$ cat config.mk
export PLATFORM = sky130hd
export DESIGN_NAME = stack_engine
export DESIGN_NICKNAME = d
export VERILOG_FILES = /design/src/rtl/stk_pkg.sv /design/src/rtl/stk_decode.sv /design/src/rtl/stk_sequencer.sv /design/src/rtl/stk_pointer.sv /design/src/rtl/stk_datapath.sv /design/src/rtl/stack_engine.sv
export SDC_FILE = /design/constraint.sdc
export NUM_CORES = 1
export LEC_CHECK = 0
export CAP_MARGIN = 10
export CORE_ASPECT_RATIO = 0.5
export CORE_UTILIZATION = 34
export CTS_BUF_LIST = sky130_fd_sc_hd__clkbuf_8
export DETAILED_ROUTE_END_ITERATION = 10
export PLACE_DENSITY = 0.82
export SLEW_MARGIN = 0
export SYNTH_ARGS = -nofsm -noshare
export SYNTH_HDL_FRONTEND = slang
export SYNTH_SLANG_ARGS = --single-unit
$ cat constraint.sdc
create_clock -name clk -period 2.8 [get_ports clk]
set_clock_uncertainty 0.2 [all_clocks]
set_input_delay 0.28 -clock clk [delete_from_list [all_inputs] [get_ports clk]]
set_output_delay 0.28 -clock clk [all_outputs]
set_load 0.05 [all_outputs]
$ cat src/rtl/stk_pkg.sv
package stk_pkg;

  localparam int STK_DW = 8;

  localparam logic [STK_DW-1:0] OPC_PUSH_ACC  = 8'h48;
  localparam logic [STK_DW-1:0] OPC_PULL_ACC  = 8'h68;
  localparam logic [STK_DW-1:0] OPC_PUSH_STAT = 8'h08;
  localparam logic [STK_DW-1:0] OPC_PULL_STAT = 8'h28;

  typedef enum logic [1:0] {
    K_PUSH_ACC,
    K_PULL_ACC,
    K_PUSH_STAT,
    K_PULL_STAT
  } stk_kind_e;

  typedef enum logic [1:0] {
    PH_IDLE,
    PH_ONE,
    PH_TWO,
    PH_THREE
  } stk_phase_e;

  function automatic logic kind_is_push(input stk_kind_e k);
    return (k == K_PUSH_ACC) || (k == K_PUSH_STAT);
  endfunction

  // Pointer arithmetic on the full byte; wraparound is the natural overflow.
  function automatic logic [STK_DW-1:0] ptr_down(input logic [STK_DW-1:0] p);
    return p - 1'b1;
  endfunction

  function automatic logic [STK_DW-1:0] ptr_up(input logic [STK_DW-1:0] p);
    return p + 1'b1;
  endfunction

  // Stored status image: two marker bits forced high.
  function automatic logic [STK_DW-1:0] stat_to_stack(input logic [STK_DW-1:0] s,
                                                      input int b_pos, input int u_pos);
    logic [STK_DW-1:0] r;
    r = s;
    r[b_pos] = 1'b1;
    r[u_pos] = 1'b1;
    return r;
  endfunction

  // Restored status: marker bits come from the live register, not the stack.
  function automatic logic [STK_DW-1:0] stat_from_stack(input logic [STK_DW-1:0] v,
                                                        input logic [STK_DW-1:0] live,
                                                        input int b_pos, input int u_pos);
    logic [STK_DW-1:0] r;
    r = v;
    r[b_pos] = live[b_pos];
    r[u_pos] = live[u_pos];
    return r;
  endfunction

  // Zero and negative flags after loading a value.
  function automatic logic [STK_DW-1:0] flags_after_load(input logic [STK_DW-1:0] live,
                                                         input logic [STK_DW-1:0] v,
                                                         input int n_pos, input int z_pos);
    logic [STK_DW-1:0] r;
    r = live;
    r[n_pos] = v[STK_DW-1];
    r[z_pos] = (v == '0);
    return r;
  endfunction

endpackage

$ cat src/rtl/stk_decode.sv
module stk_decode
  import stk_pkg::*;
(
  input  logic [STK_DW-1:0] opcode,
  output logic              op_valid,
  output stk_kind_e         op_kind
);

  always_comb begin
    op_valid = 1'b1;
    op_kind  = K_PUSH_ACC;
    unique case (opcode)
      OPC_PUSH_ACC:  op_kind = K_PUSH_ACC;
      OPC_PULL_ACC:  op_kind = K_PULL_ACC;
      OPC_PUSH_STAT: op_kind = K_PUSH_STAT;
      OPC_PULL_STAT: op_kind = K_PULL_STAT;
      default:       op_valid = 1'b0;
    endcase
  end

endmodule

$ cat src/rtl/stk_sequencer.sv
module stk_sequencer
  import stk_pkg::*;
(
  input  logic       clk,
  input  logic       rst_n,
  input  logic       start,
  input  logic       op_valid,
  input  stk_kind_e  op_kind,
  output stk_kind_e  kind_q,
  output logic       busy,
  output logic       done,
  output logic       push_commit,
  output logic       pull_bump,
  output logic       pull_capture
);

  stk_phase_e phase_q, phase_d;
  stk_kind_e  kind_d;
  logic       accept;
  logic       is_push;

  assign is_push = kind_is_push(kind_q);
  assign accept  = start && op_valid && (phase_q == PH_IDLE);

  always_comb begin
    phase_d = phase_q;
    kind_d  = kind_q;
    unique case (phase_q)
      PH_IDLE:  if (accept) begin
                  phase_d = PH_ONE;
                  kind_d  = op_kind;
                end
      PH_ONE:   phase_d = PH_TWO;
      PH_TWO:   phase_d = is_push ? PH_IDLE : PH_THREE;
      PH_THREE: phase_d = PH_IDLE;
      default:  phase_d = PH_IDLE;
    endcase
  end

  always_ff @(posedge clk or negedge rst_n) begin
    if (!rst_n) begin
      phase_q <= PH_IDLE;
      kind_q  <= K_PUSH_ACC;
    end else begin
      phase_q <= phase_d;
      kind_q  <= kind_d;
    end
  end

  assign busy         = (phase_q != PH_IDLE);
  assign push_commit  = (phase_q == PH_TWO) && is_push;
  assign pull_bump    = (phase_q == PH_ONE) && !is_push;
  assign pull_capture = (phase_q == PH_THREE);
  assign done         = push_commit || pull_capture;

  // the write cycle of a push directly follows the address cycle
  assert_push_order_R3: assert property (@(posedge clk) disable iff (!rst_n)
    push_commit |-> $past(phase_q) == PH_ONE);

  // the capture cycle of a pull comes right after its address cycle
  assert_pull_order_R5: assert property (@(posedge clk) disable iff (!rst_n)
    pull_capture |-> $past(phase_q) == PH_TWO && !kind_is_push(kind_q));

  // a start while busy does not change the instruction being run
  assert_busy_ignores_start_R9: assert property (@(posedge clk) disable iff (!rst_n)
    (busy && start) |=> $stable(kind_q));

  // done ends the sequence
  assert_done_ends_R3: assert property (@(posedge clk) disable iff (!rst_n)
    done |=> !busy);

endmodule

$ cat src/rtl/stk_pointer.sv
module stk_pointer
  import stk_pkg::*;
#(
  parameter logic [STK_DW-1:0] SP_RESET = 8'hFD
) (
  input  logic              clk,
  input  logic              rst_n,
  input  logic              push_commit,
  input  logic              pull_bump,
  output logic [STK_DW-1:0] sp
);

  always_ff @(posedge clk or negedge rst_n) begin
    if (!rst_n)           sp <= SP_RESET;
    else if (push_commit) sp <= ptr_down(sp);
    else if (pull_bump)   sp <= ptr_up(sp);
  end

  // a push leaves the pointer one lower, modulo 256
  assert_push_dec_R3: assert property (@(posedge clk) disable iff (!rst_n)
    push_commit |=> sp == STK_DW'($past(sp) - 8'd1));

  // a pull raises the pointer by one, modulo 256
  assert_pull_inc_R5: assert property (@(posedge clk) disable iff (!rst_n)
    pull_bump |=> sp == STK_DW'($past(sp) + 8'd1));

  // the pointer holds outside the two update events
  assert_sp_hold_R9: assert property (@(posedge clk) disable iff (!rst_n)
    !(push_commit || pull_bump) |=> $stable(sp));

endmodule

$ cat src/rtl/stk_datapath.sv
module stk_datapath
  import stk_pkg::*;
#(
  parameter int N_BIT = 7,
  parameter int Z_BIT = 1,
  parameter int B_BIT = 4,
  parameter int U_BIT = 5
) (
  input  stk_kind_e         kind_q,
  input  logic              push_commit,
  input  logic              pull_capture,
  input  logic [STK_DW-1:0] acc_in,
  input  logic [STK_DW-1:0] stat_in,
  input  logic [STK_DW-1:0] mem_rdata,
  output logic [STK_DW-1:0] mem_wdata,
  output logic              mem_we,
  output logic [STK_DW-1:0] acc_out,
  output logic              acc_load,
  output logic [STK_DW-1:0] stat_out,
  output logic              stat_load
);

  logic to_acc;

  assign to_acc    = (kind_q == K_PULL_ACC);
  assign mem_we    = push_commit;
  assign mem_wdata = (kind_q == K_PUSH_STAT) ? stat_to_stack(stat_in, B_BIT, U_BIT) : acc_in;

  always_comb begin
    acc_out   = acc_in;
    acc_load  = 1'b0;
    stat_out  = stat_in;
    stat_load = 1'b0;
    if (pull_capture) begin
      stat_load = 1'b1;
      if (to_acc) begin
        acc_out  = mem_rdata;
        acc_load = 1'b1;
        stat_out = flags_after_load(stat_in, mem_rdata, N_BIT, Z_BIT);
      end else begin
        stat_out = stat_from_stack(mem_rdata, stat_in, B_BIT, U_BIT);
      end
    end
  end

  // the stored status image always carries both marker bits
  always_comb begin
    if (mem_we && kind_q == K_PUSH_STAT)
      assert_push_marks_R4: assert (mem_wdata[B_BIT] && mem_wdata[U_BIT]);
  end

  // a restored status keeps the live marker bits
  always_comb begin
    if (stat_load && !acc_load)
      assert_pull_marks_R7: assert (stat_out[B_BIT] == stat_in[B_BIT] &&
                                    stat_out[U_BIT] == stat_in[U_BIT]);
  end

  // no write while a pull returns data
  always_comb begin
    assert_no_write_on_load_R9: assert (!(mem_we && (acc_load || stat_load)));
  end

endmodule

$ cat src/rtl/stack_engine.sv
module stack_engine
  import stk_pkg::*;
#(
  parameter logic [STK_DW-1:0] PAGE_HI  = 8'h01,
  parameter logic [STK_DW-1:0] SP_RESET = 8'hFD,
  parameter int                N_BIT    = 7,
  parameter int                Z_BIT    = 1,
  parameter int                B_BIT    = 4,
  parameter int                U_BIT    = 5
) (
  input  logic                clk,
  input  logic                rst_n,
  input  logic                start,
  input  logic [STK_DW-1:0]   opcode,
  input  logic [STK_DW-1:0]   acc_in,
  input  logic [STK_DW-1:0]   stat_in,
  input  logic [STK_DW-1:0]   mem_rdata,
  output logic [2*STK_DW-1:0] mem_addr,
  output logic [STK_DW-1:0]   mem_wdata,
  output logic                mem_we,
  output logic [STK_DW-1:0]   acc_out,
  output logic                acc_load,
  output logic [STK_DW-1:0]   stat_out,
  output logic                stat_load,
  output logic [STK_DW-1:0]   stack_ptr,
  output logic                busy,
  output logic                done
);

  logic      op_valid;
  stk_kind_e op_kind;
  stk_kind_e kind_q;
  logic      push_commit;
  logic      pull_bump;
  logic      pull_capture;
  logic [STK_DW-1:0] sp;

  stk_decode u_decode (
    .opcode   (opcode),
    .op_valid (op_valid),
    .op_kind  (op_kind)
  );

  stk_sequencer u_seq (
    .clk          (clk),
    .rst_n        (rst_n),
    .start        (start),
    .op_valid     (op_valid),
    .op_kind      (op_kind),
    .kind_q       (kind_q),
    .busy         (busy),
    .done         (done),
    .push_commit  (push_commit),
    .pull_bump    (pull_bump),
    .pull_capture (pull_capture)
  );

  stk_pointer #(.SP_RESET(SP_RESET)) u_ptr (
    .clk         (clk),
    .rst_n       (rst_n),
    .push_commit (push_commit),
    .pull_bump   (pull_bump),
    .sp          (sp)
  );

  stk_datapath #(
    .N_BIT(N_BIT), .Z_BIT(Z_BIT), .B_BIT(B_BIT), .U_BIT(U_BIT)
  ) u_dp (
    .kind_q       (kind_q),
    .push_commit  (push_commit),
    .pull_capture (pull_capture),
    .acc_in       (acc_in),
    .stat_in      (stat_in),
    .mem_rdata    (mem_rdata),
    .mem_wdata    (mem_wdata),
    .mem_we       (mem_we),
    .acc_out      (acc_out),
    .acc_load     (acc_load),
    .stat_out     (stat_out),
    .stat_load    (stat_load)
  );

  assign mem_addr  = {PAGE_HI, sp};
  assign stack_ptr = sp;

  // writes land in the stack page
  assert_write_page_R2: assert property (@(posedge clk) disable iff (!rst_n)
    mem_we |-> mem_addr[2*STK_DW-1:STK_DW] == PAGE_HI);

  // an unknown opcode from idle does not start a sequence
  assert_bad_opcode_R1: assert property (@(posedge clk) disable iff (!rst_n)
    (!busy && start && !op_valid) |=> !busy);

  // done and write strobes stay single-cycle
  assert_done_pulse_R9: assert property (@(posedge clk) disable iff (!rst_n)
    done |=> !done && !mem_we);

endmodule

==> results.md, run 1 <==
Layout:
- The area growth from synthesis to layout is 64.13%.
- The most frequent standard cell in the layout excluding fill and tap cells is sky130_fd_sc_hd__clkdlybuf4s50_1.
- The number of nets in the layout is 225.
- The library cells used most frequently in the layout, excluding fill and tap cells, are sky130_fd_sc_hd__clkdlybuf4s50_1, sky130_fd_sc_hd__mux2_2, sky130_fd_sc_hd__buf_4, sky130_fd_sc_hd__nand2_1, sky130_fd_sc_hd__conb_1.
- The share of post-route cells with drive strength above 1 is 0.2447.
- The number of antenna diodes in the final layout is 0.

Pwr:
- Dividing total power by cell area gives a power density of around 510 nW/µm².
- The maximum resistive drop on vdd is between 200 and 250 µV.
- The total net switching power is around 0.00041 W.
- The internal portion of the total power is about 0.00052 W.
- For this design the static power due to leakage is approximately 0.82 nW.
- Of the total power, the share spent switching nets is 0.4448.
- The share of total power dissipated in the clock network is 0.200.
- The part of the total power dissipated in sequential elements is 0.255.
- Of the total power, combinational logic draws 0.546.

STA:
- Based on the critical path, the design can be clocked at up to 374.8 MHz.
- Setup violations remaining at the end of the flow were counted as 0.
- Headroom to the max-slew limit came out at 0.6396.
- Dividing the final minimum period by the clock period gives 0.9530.
- In the final timing run, aggregate negative setup slack is 0 ns.
- The number of pins exceeding their max-slew limit in the final report is 0.
- The total count of hold-check failures in the final report is 0.
- For the pin with the worst max-slew slack, the measured transition is around 0.54 ns.
- Once routing completed, OpenROAD measured the worst setup slack at 0.1317 ns.
- The shortest period the worst path allows is 2.668 ns.
- Setup repair after global routing left no endpoint under its margin.

Setup path:
- The family with the most delay on the worst path is buffers and inverters.
- On the worst path, the slowest cell contributes a delay of 0.82 ns.
- Walking the worst path, the cells encountered are or3b_1 -> nand2_1 -> clkdlybuf4s50_1.
- The slowest library cell on the worst path is sky130_fd_sc_hd__clkdlybuf4s50_1.
- STA classifies the critical path endpoint as an output port.
- For the worst setup path, the data arrival time is roughly 2.2 ns.
- The number of buffers and inverters on the critical path is 1.
- The worst setup path is of the flip-flop to output port kind.
- The peak fanout along the critical path is 12.
- For the worst setup path, the data required time is between 2 and 2.5 ns.
- The reg-to-reg critical path startpoint is u_seq.kind_q[0]$_DFFE_PN0P_.
- In this run the worst setup path begins at u_seq.kind_q[0]$_DFFE_PN0P_.
- The element type at the critical path start is a flip-flop.

Placed design:
- The number of port buffers is between 70 and 80.
- Summed over all nets, the half-perimeter wirelength after detailed placement is roughly 2.3 mm.
- Routability-driven placement finished with a final weighted congestion of about 0.76.
- At the placement stage, the worst setup path has a slack of 0.2618 ns.

Die:
- The die extent in y is roughly 43 µm.
- The region available for standard cell placement spans approximately 3000 µm².
- The die extent in x is 83.03 µm.
- For this configuration, the core starts out at a cell density of 0.3641.
- In this run the count of I/O pins placed on the die edge is ~90.
- The number of placement rows is 14.
- The die covers about 3500 µm².

Synth:
- The number of warnings reported in the yosys synthesis log is 0.
- Ranked by total cell area, the synthesized netlist is headed by sky130_fd_sc_hd__mux2_2, sky130_fd_sc_hd__dfstp_2, sky130_fd_sc_hd__buf_4.
- The share of the synthesized area in the top cell type is 0.1917.
- The largest area contributor in the netlist is sky130_fd_sc_hd__mux2_2.
- The synthesis-stage register bit count is 12.
- The mapped cell area is about 1100 µm².
- The share of the Yosys chip area taken by registers is 0.2769.
- The post-synthesis area per instance is about 9.0 µm².
- The gate count of the mapped netlist is approximately 120.
- In this run, distinct cell masters in the synthesized netlist total 40.

Global route:
- The via count of the first global-routing pass is about 1000.
- The first-pass GRT wire length is 4.567 mm.
- The total congestion overflow is 0.
- Across every metal layer, demand over resource in global routing totals 0.1579.
- The largest net degree at the start of global routing is 13.
- The number of antenna violations at the first check in global routing was 0.

Clock network:
- The buffer cell driving the clock tree root is sky130_fd_sc_hd__clkbuf_8.
- After clock tree synthesis, the setup repair step added 0 buffers.
- The TritonCTS clock tree is built.
- The total clock sinks is 12.
- After clock tree synthesis, the clock-pin slew on the worst setup and hold paths is around 0.050 ns.
- The number of hold buffers added after CTS was 0.
- The source-to-sink clock delay at the later pin of the worst-skew pair is ~0.24 ns.
- The clock passes through at most 2 buffers.
- CTS built an H-tree with a depth of 1.
- The total CTS buffers is 3.

Drt:
- The initial DRC count is 35.
- For this run, the detailed router's first-pass iteration total came to 4.
- The count of nets left with antenna violations once routing finished came out at 0.
- Dividing the detail-routed via count by the number of cells gives around 4.6.
- After detailed routing, the average wire length per cell comes to between 10 and 15 µm.
- The detailed router placed approximately 1100 vias in this run.
- The total wire length after detailed routing is around 2.8 mm.
- The DRC violation count after routing is 0.

Min path:
- The type of the most critical hold path is input port to async pin.

Status:
- The flow ran to the end, and the final reports show no timing, DRC or antenna violations.

Flow run:
- The number of violations of the max-capacitance limit is 0.
-- cells by family (layout without fill, tap and decap cells) --
logic type,Yosys count,count (layout),synth area share
buffers and inverters,27,85,0.1558
DFF,12,12,0.2769
muxes,21,21,0.2108
other,2,8,0.006729
adders and majority gates,1,1,0.01121
AOI/OAI and AO/OA,10,10,0.05828
xor gates and xnor gates,8,8,0.06277
and+or+nand+nor,43,43,0.2175
-- worst paths after layout --
| path | cells after the start | end | slack [ns] |
|---|---|---|---|
| max in group asynchronous | 1 | u_ptr.sp[2]$_DFFE_PN1P_ | 1.84 |
| max | 3 | done | 0.13 |
| min reg2reg | 1 | u_ptr.sp[7]$_DFFE_PN1P_ | 0.29 |
| min | 1 | u_seq.phase_q[1]$_DFFE_PN0P_ | 0.20 |
| min in group clk | 1 | u_ptr.sp[7]$_DFFE_PN1P_ | 0.29 |
| max reg2reg | 6 | u_ptr.sp[6]$_DFFE_PN1P_ | 0.40 |
-- metal layers --
layer	wire (µm)	part of all wire	vias to the layer above	track usage
met5	0	0	-	0
met4	7	0.0025	0	0.02069
met3	104	0.038	2	0.02756
met2	1408	0.51	35	0.3000
met1	1245	0.45	476	0.1937
li1	-	-	541	-
-- worst reg2reg max path, stage by stage, from the launching register on --
cell and delay, ns:
sky130_fd_sc_hd__dfrtp_1 0.48, sky130_fd_sc_hd__or3b_1 0.53, sky130_fd_sc_hd__xnor2_1 0.17, sky130_fd_sc_hd__ha_1 0.21
sky130_fd_sc_hd__or4_4 0.52, sky130_fd_sc_hd__o21ai_2 0.07, sky130_fd_sc_hd__xor2_1 0.15
-- metrics by stage --
step | cell area [µm²] | power, W | hold WS (ns) | util | instances
2_1_floorplan | 1139 | 0.0006070 | -0.2156 | - | 130
3_3_place_gp | 1770 | 0.0007444 | 0.2894 | 0.5776 | 224
5_1_grt | 1832 | 0.0009794 | 0.2622 | 0.5976 | 228
6_report | 1832 | 0.0009316 | 0.1973 | 0.5976 | 228
3_5_place_dp | 1770 | 0.0007479 | 0.2925 | 0.5776 | 224
4_1_cts | 1824 | 0.0009462 | 0.2235 | 0.5951 | 228
-- registers in the layout, indices dropped and copies added (netlist names) --
name and count:
u_ptr.sp 8, u_seq.phase_q 2, u_seq.kind_q 2
-- final cells by class --
cell class / instances / area, µm²
Multi-Input combinational cell: 91 / 655.6
Fill cell: 266 / 1234
Inverter: 4 / 15.01
Tap cell: 40 / 50.05
Timing Repair Buffer: 77 / 747.0
Sequential cell: 12 / 309.0
Clock buffer: 4 / 55.05
-- Yosys cell counts, drive strengths merged --
cell,count
or2b,1
nand4b,1
or3b,1
o22ai,2
clkbuf,3
dfstp,7
nand2b,2
and2b,1
xnor2,4
or3,1
a31oi,2
nand2,10
dfrtp,5
nand3b,1
inv,4
xor2,4
or2,4
nor2,6
or4,2
nor4,5
o21ai,3
nor2b,2
o31ai,1
mux2,20
ha,1
a221oi,1
conb,2
or4b,1
nand3,2
mux2i,1
nor3,2
nand4,1
a21oi,1
buf,20
-- power groups by stage --
stage / clock network [W] / registers, W / logic [W]
after floorplan: 0 / 0.000267 / 0.000340
after global placement: 0 / 0.000239 / 0.000505
after detailed placement: 0 / 0.000240 / 0.000508
after CTS: 0.000198 / 0.000237 / 0.000511
after global routing: 0.000202 / 0.000244 / 0.000533
final: 0.000186 / 0.000237 / 0.000508
-- timing repair --
action / CTS / global route
gates resized for setup: 1 / 3
pin swaps: 0 / 0
endpoints found under the hold margin: 0 / 0
setup endpoints to repair: 1 / 3
No activity file was read; power rests on OpenSTA's default activity.
==> inputs of run 2 (changes only) <==
Settings changed: CORE_UTILIZATION 34 to 37, PLACE_DENSITY 0.82 to 0.89.
Clock period 2.8 ns to 3.3 ns, I/O delays scaled along.
==> results.md, run 2 (synthesis results as in run 1) <==
Status:
- The run finished with clean final reports.

STA:
- Subtracting the final worst setup slack from the clock period gives ~3.1 ns.
- The total count of hold-check failures in the final report is 0.
- Setup violations remaining at the end of the flow were counted as 0.
- At the pin with the least slew margin, the transition time is 0.6394 ns.
- Dividing the final minimum period by the clock period gives 0.9363.
- The number of pins exceeding their max-slew limit in the final report is 0.
- The tightest hold path in the finished design has a slack of about 0.25 ns.
- The post-route setup TNS is 0 ns.
- In the post-route analysis, the smallest setup slack over all paths is ~0.21 ns.
- The maximum clock frequency is approximately 320 MHz.
- Setup repair after global routing left no endpoint under its margin.
- The worst relative slew slack is 0.5722.

Pwr:
- The part of the total power dissipated in sequential elements is 0.255.
- Summed over all cells, the static leakage comes to approximately 0.77 nW.
- The maximum resistive drop on vdd is 230.6 µV.
- The internal power component is between 0.0004 and 0.0005 W.
- For this design the total switching power over the nets is ~0.00036 W.
- Dividing total power by cell area gives a power density of around 430 nW/µm².
- Of the total power, the share spent switching nets is 0.4496.
- The share of total power dissipated in the clock network is 0.203.
- The total design power is approximately 0.00080 W.
- The share of total power dissipated in combinational logic is 0.542.

Global route:
- The first global-routing pass estimated between 4 and 5 mm of wire.
- Summed over all layers, the global routing overflow is 0.
- The number of antenna violations at the first check in global routing was 0.
- In the global route stage, overall resource usage came out at 0.1837.
- The via count of the first global-routing pass is 903.
- Entering global routing, the biggest net connects 13 pins.

Layout:
- Fill cells in the final layout number 212.
- Leaving out fill and tap cells, the most frequent cells in the layout are sky130_fd_sc_hd__clkdlybuf4s50_1, sky130_fd_sc_hd__mux2_2, sky130_fd_sc_hd__nand2_1, sky130_fd_sc_hd__conb_1, sky130_fd_sc_hd__dfstp_2.
- The most frequent standard cell in the layout excluding fill and tap cells is sky130_fd_sc_hd__clkdlybuf4s50_1.
- From synthesis to final layout, the design area changed by 64.13%.
- In the final layout, the registers with the most flip-flops are u_ptr.sp: 8 flops, u_seq.kind_q: 2 flops, u_seq.phase_q: 2 flops.
- In the final layout, the multi-input gates occupy 655.6 µm².
- The register with the most flip-flops in the layout has 8 of them.
- The most flop-heavy register is u_ptr.sp.
- Measured on the finished design, the core utilization comes to 0.6703.
- The number of nets in the layout is approximately 220.
- The share of post-route cells with drive strength above 1 is 0.1828.
- 0 antenna diodes ended up in the layout.
- Across the whole layout, storage elements account for approximately 310 µm².

Die:
- The die covers 3253 µm².
- The area of the core is 2733 µm².
- The number of placement rows is 13.
- The die is a little over 40 µm tall.
- The initial core utilization is 0.4084.
- The die extent in x is 79.67 µm.
- The top-level port count is 88.

Clock network:
- The buffer cell driving the clock tree root is sky130_fd_sc_hd__clkbuf_8.
- The maximum clock insertion buffer count is 2.
- The setup fix buffers added after clock tree synthesis is 0.
- After clock tree synthesis, the clock-pin slew on the worst setup and hold paths is around 0.060 ns.
- In this run, post-CTS repair resized a total of 0 instances.
- In this run the number of H-tree levels came out at 1.
- The total clock sinks is 12.
- The clock reaches the later pin of the worst-skew pair after approximately 0.24 ns.
- The TritonCTS clock tree is built.
- After clock tree synthesis, the flow added hold-fix buffers numbering 0.
- The total CTS buffers is 3.

Setup path:
- The peak fanout along the critical path is 12.
- STA classifies the critical path startpoint as a flip-flop.
- The critical path ends at acc_out[4].
- STA classifies the critical path endpoint as an output port.
- The launch point of the worst path is u_seq.kind_q[0]$_DFFE_PN0P_.
- The setup slack on the worst flop-to-flop path is just under 0.9 ns.
- The reg-to-reg critical path startpoint is u_seq.kind_q[0]$_DFFE_PN0P_.
- The arrival time of data at the critical path endpoint is around 2.6 ns.
- The type of the worst setup path is flip-flop to output port.
- The number of cells on the worst reg-to-reg path is 6.
- The endpoint identified for the worst register-to-register timing path is u_ptr.sp[6]$_DFFE_PN1P_.
- The data required time of the critical path is 2.77 ns.

Placed design:
- The half-perimeter wire length of the detailed placement result is between 2 and 2.5 mm.
- The number of port buffers is 75.
- The placer congestion estimate is a little under 0.8.
- The post-place setup slack is around 0.52 ns.

Drt:
- The first detailed-routing pass ran for 4 iterations.
- For this run, design rule violations remaining after detail routing come to 0.
- The detail route stage leaves a number of antenna-violating nets equal to 0.
- After the first detailed-routing iteration, the DRC count stood at 29.
- The via density per instance is 4.906.
- For this block, the routed nets add up to ~3.1 mm of wire.
- The routed wirelength normalized by instance count is around 14 µm.
- The count of vias placed by the detailed router is ~1100.

Min path:
- The type of the most critical hold path is input port to async pin.

Flow run:
- Across the run, the number of max-cap violations was 0.
[run 2: stage by stage]
| stage | std cells | area [µm²] |
|---|---|---|
| after floorplan | 130 | 1139 |
| after global placement | 219 | 1777 |
| after detailed placement | 219 | 1777 |
| after CTS | 223 | 1832 |
| after global routing | 223 | 1832 |
| final | 223 | 1832 |
[run 2: worst min-delay path by stage]
stage	to	slack, ns
floorplan	u_ptr.sp[1]$_DFFE_PN0P_	-0.17
global placement	u_ptr.sp[7]$_DFFE_PN1P_	0.28
detailed placement	u_ptr.sp[7]$_DFFE_PN1P_	0.30
CTS	u_seq.phase_q[0]$_DFFE_PN0P_	0.27
global route	u_seq.phase_q[1]$_DFFE_PN0P_	0.29
finish	u_seq.phase_q[1]$_DFFE_PN0P_	0.25
[run 2: worst max-delay path: stages, from the launching register on]
cell and delay [ns]:
sky130_fd_sc_hd__dfrtp_1 0.54, sky130_fd_sc_hd__nor2b_1 0.31, sky130_fd_sc_hd__nand2_1 0.33, sky130_fd_sc_hd__mux2_2 0.33
sky130_fd_sc_hd__clkdlybuf4s50_1 0.81
[run 2: layer usage]
layer / share of wire / up-vias / GRT usage
met1: 0.46 / 520 / 0.2354
met5: 0 / - / 0
met4: 0.0051 / 0 / 0.05455
met2: 0.50 / 38 / 0.3205
li1: - / 534 / -
met3: 0.032 / 2 / 0.04222
[run 2: layout make-up]
type | instances | area share
sequential | 12 | 0.1687
tap | 37 | 0.02527
multi-input combinational | 91 | 0.3579
inverter | 4 | 0.008197
clock buffer | 4 | 0.03005
timing repair buffer | 75 | 0.4098
[run 2: power groups by stage]
stage | sequential, W | clock (W) | combinational (W)
3_3_place_gp | 0.000203 | 0 | 0.000427
3_5_place_dp | 0.000205 | 0 | 0.000431
6_report | 0.000203 | 0.000162 | 0.000432
5_1_grt | 0.000208 | 0.000170 | 0.000451
4_1_cts | 0.000203 | 0.000164 | 0.000433
2_1_floorplan | 0.000227 | 0 | 0.000288
==> inputs of run 3 (changes only) <==
Settings changed: CORE_MARGIN from default to 5, CORE_UTILIZATION 37 to 34, PLACE_DENSITY 0.89 to 0.82.
Clock period 3.3 ns to 3.2 ns, I/O delays scaled along.
==> results.md, run 3 (synthesis results as in run 1) <==
STA:
- The worst relative slew slack is 0.5839.
- Of the available clock period, the critical path in the final layout requires 0.9483.
- The worst-margin pin slew is ~0.62 ns.
- Setup slack closes at roughly 0.17 ns.
- Setup repair after global routing left no endpoint under its margin.
- Adding up every negative setup slack in the final design gives 0 ns.
- The number of pins exceeding their max-slew limit in the final report is 0.
- Setup violations remaining at the end of the flow were counted as 0.
- The total count of hold-check failures in the final report is 0.
- Subtracting the final worst setup slack from the clock period gives around 3.0 ns.
- Timing would allow up to between 300 and 400 MHz.

Clock network:
- In this run the number of H-tree levels came out at 1.
- Clock tree synthesis found a total of 12 sinks.
- The number of resized instances in the post-cts repair step is 0.
- The number of hold buffers added after CTS is 0.
- The buffer cell driving the clock tree root is sky130_fd_sc_hd__clkbuf_8.
- The total CTS buffers is 3.
- For the worst-skew pair, the clock arrives at the later sink with an insertion delay of between 0.2 and 0.25 ns.
- The setup fix buffers added after clock tree synthesis is 0.
- The maximum clock insertion buffer count is 2.
- Clock-pin slew was measured on the worst setup and hold paths at approximately 0.050 ns.
- The TritonCTS clock tree is built.

Global route:
- The total congestion overflow is 0.
- The first-pass GRT wire length is just over 5 mm.
- The via count of the first global-routing pass was approximately 1100.
- The largest net degree at the start of global routing is 13.
- The number of antenna violations at the first check in global routing was 0.
- In the global route stage, overall resource usage came out at 0.1334.

Setup path:
- The worst register-to-register path ends at u_ptr.sp[6]$_DFFE_PN1P_.
- STA classifies the critical path startpoint as a flip-flop.
- The type of the worst setup path is flip-flop to output port.
- The setup check on the worst reg-to-reg path leaves a slack of just under 0.8 ns.
- The data required time of the critical path is ~2.7 ns.
- Data on the critical path arrives at its endpoint at approximately 2.5 ns.
- STA classifies the critical path endpoint as an output port.
- The reg-to-reg critical path startpoint is u_seq.kind_q[0]$_DFFE_PN0P_.
- Along the worst path, the maximum fanout reaches 12.
- The cell depth of the worst flop-to-flop path is 6.

Drt:
- After detailed routing, the met3 layer carries 196 µm of wire.
- The uppermost layer routed is met4.
- The pre-antenna-repair detailed-routing pass consisted of 4 iterations.
- The final antenna-violating net count is 0.
- The initial DRC count is 66.
- In the final routed layout, each cell accounts on average for approximately 14 µm.
- In the final routing, the length of wire on met1 measures roughly 1.4 mm.
- After detailed routing, the total wire length is 3.216 mm.
- Wire segments on met2 add up to between 1.5 and 2 mm in the final route.
- After detailed routing, the number of vias per cell comes to 4.810.
- The count of vias placed by the detailed router is between 1000 and 1500.
- After detailed routing, the number of remaining DRC violations is 0.

Pwr:
- For this design the total switching power over the nets is 0.0003675 W.
- The total design power is around 0.00082 W.
- Internal power comes to 0.0004517 W.
- The leakage power is 0.7691 nW.
- The power density over the cells is 446.3 nW/µm².
- The switching part of the total power is 0.4486.
- The clock network power share is 0.202.
- The share of total power dissipated in combinational logic is 0.542.
- The maximum resistive drop on vdd is 199.3 µV.
- The share of total power dissipated in sequential elements is 0.256.

Placed design:
- The half-perimeter wire length of the detailed placement result is 2.663 mm.
- The placer congestion estimate is 0.7979.
- The placed instances occupy a cell area of roughly 1800 µm².
- The number of port buffers is between 70 and 80.
- The post-place setup slack is 0.4324 ns.

Layout:
- The finished cells cover 1836 µm².
- For this run, the post-layout net count is about 220.
- The share of post-route cells with drive strength above 1 is 0.1828.
- The register with the most flip-flops in the layout has 8 of them.
- The library cell used most frequently in the layout, excluding fill and tap cells, is sky130_fd_sc_hd__clkdlybuf4s50_1.
- Counting flops per register, the top entry is u_ptr.sp.
- In the layout the commonest cells are sky130_fd_sc_hd__clkdlybuf4s50_1, sky130_fd_sc_hd__mux2_2, sky130_fd_sc_hd__nand2_1, sky130_fd_sc_hd__conb_1, sky130_fd_sc_hd__dfstp_2.
- For this run, the share of the core covered by cells in the final layout is 0.5954.
- The largest registers in the layout are u_ptr.sp: 8 flops, u_seq.kind_q: 2 flops, u_seq.phase_q: 2 flops.
- The number of antenna diodes in the final layout is 0.
- The area growth from synthesis to layout is 64.46%.

Die:
- From left edge to right edge, the die measures around 91 µm.
- The floorplan has 14 rows.
- The overall die area is ~4600 µm².
- The die is 50.52 µm tall.
- The area of the core is 3083 µm².
- The initial core utilization is 0.3620.
- Pin placement for this block handled 88 I/O pins.

Flow run:
- Across the run, the number of max-cap violations was 0.

Min path:
- The type of the most critical hold path is input port to async pin.

Status:
- The run finished with clean final reports.
## run 3: cell counts in the layout (fill, tap and decap cells not counted)
Identical to the previous run, type by type.
## run 3: through the flow
step	hold slack [ns]	cells
3_5_place_dp	0.2917	222
5_1_grt	0.2864	226
3_3_place_gp	0.2867	222
6_report	0.2404	226
2_1_floorplan	-0.1756	130
4_1_cts	0.2546	226
## run 3: worst max-delay path by stage
stage / endpoint / depth (start not counted) / slack, ns / start
final: acc_out[4] / 4 / 0.17 / u_seq.kind_q[0]$_DFFE_PN0P_
after global routing: acc_out[4] / 4 / 0.008 / u_seq.kind_q[0]$_DFFE_PN0P_
after CTS: acc_out[3] / 4 / 0.17 / u_seq.kind_q[0]$_DFFE_PN0P_
after detailed placement: acc_out[3] / 4 / 0.43 / u_seq.kind_q[0]$_DFFE_PN0P_
after global placement: acc_out[4] / 4 / 0.44 / u_seq.kind_q[0]$_DFFE_PN0P_
after floorplan: stat_out[1] / 4 / 0.65 / u_seq.kind_q[0]$_DFFE_PN0P_
## run 3: cell type report
| type | count | area, µm² |
|---|---|---|
| Fill cell | 264 | 1247 |
| Sequential cell | 12 | 309.0 |
| Multi-Input combinational cell | 91 | 655.6 |
| Inverter | 4 | 15.01 |
| Clock buffer | 4 | 55.05 |
| Tap cell | 40 | 50.05 |
| Timing Repair Buffer | 75 | 750.7 |
## run 3: worst max-delay path, stage by stage, from the launching register on
cell and delay (ns):
sky130_fd_sc_hd__dfrtp_1 0.54, sky130_fd_sc_hd__nor2b_1 0.30, sky130_fd_sc_hd__nand2_1 0.30, sky130_fd_sc_hd__mux2_2 0.31
sky130_fd_sc_hd__clkdlybuf4s50_1 0.82
## run 3: per-layer routing
metal  track usage  up-vias
li1              -      536
met1        0.1661      505
met2        0.2321       42
met3       0.03433        4
met4       0.03659        0
met5             0        -
## run 3: power by group through the flow
stage,Combinational [W],Sequential [W],Clock (W)
finish,0.000444,0.000210,0.000165
global route,0.000467,0.000215,0.000180
CTS,0.000447,0.000209,0.000168
detailed placement,0.000445,0.000211,0
global placement,0.000442,0.000210,0
floorplan,0.000297,0.000234,0
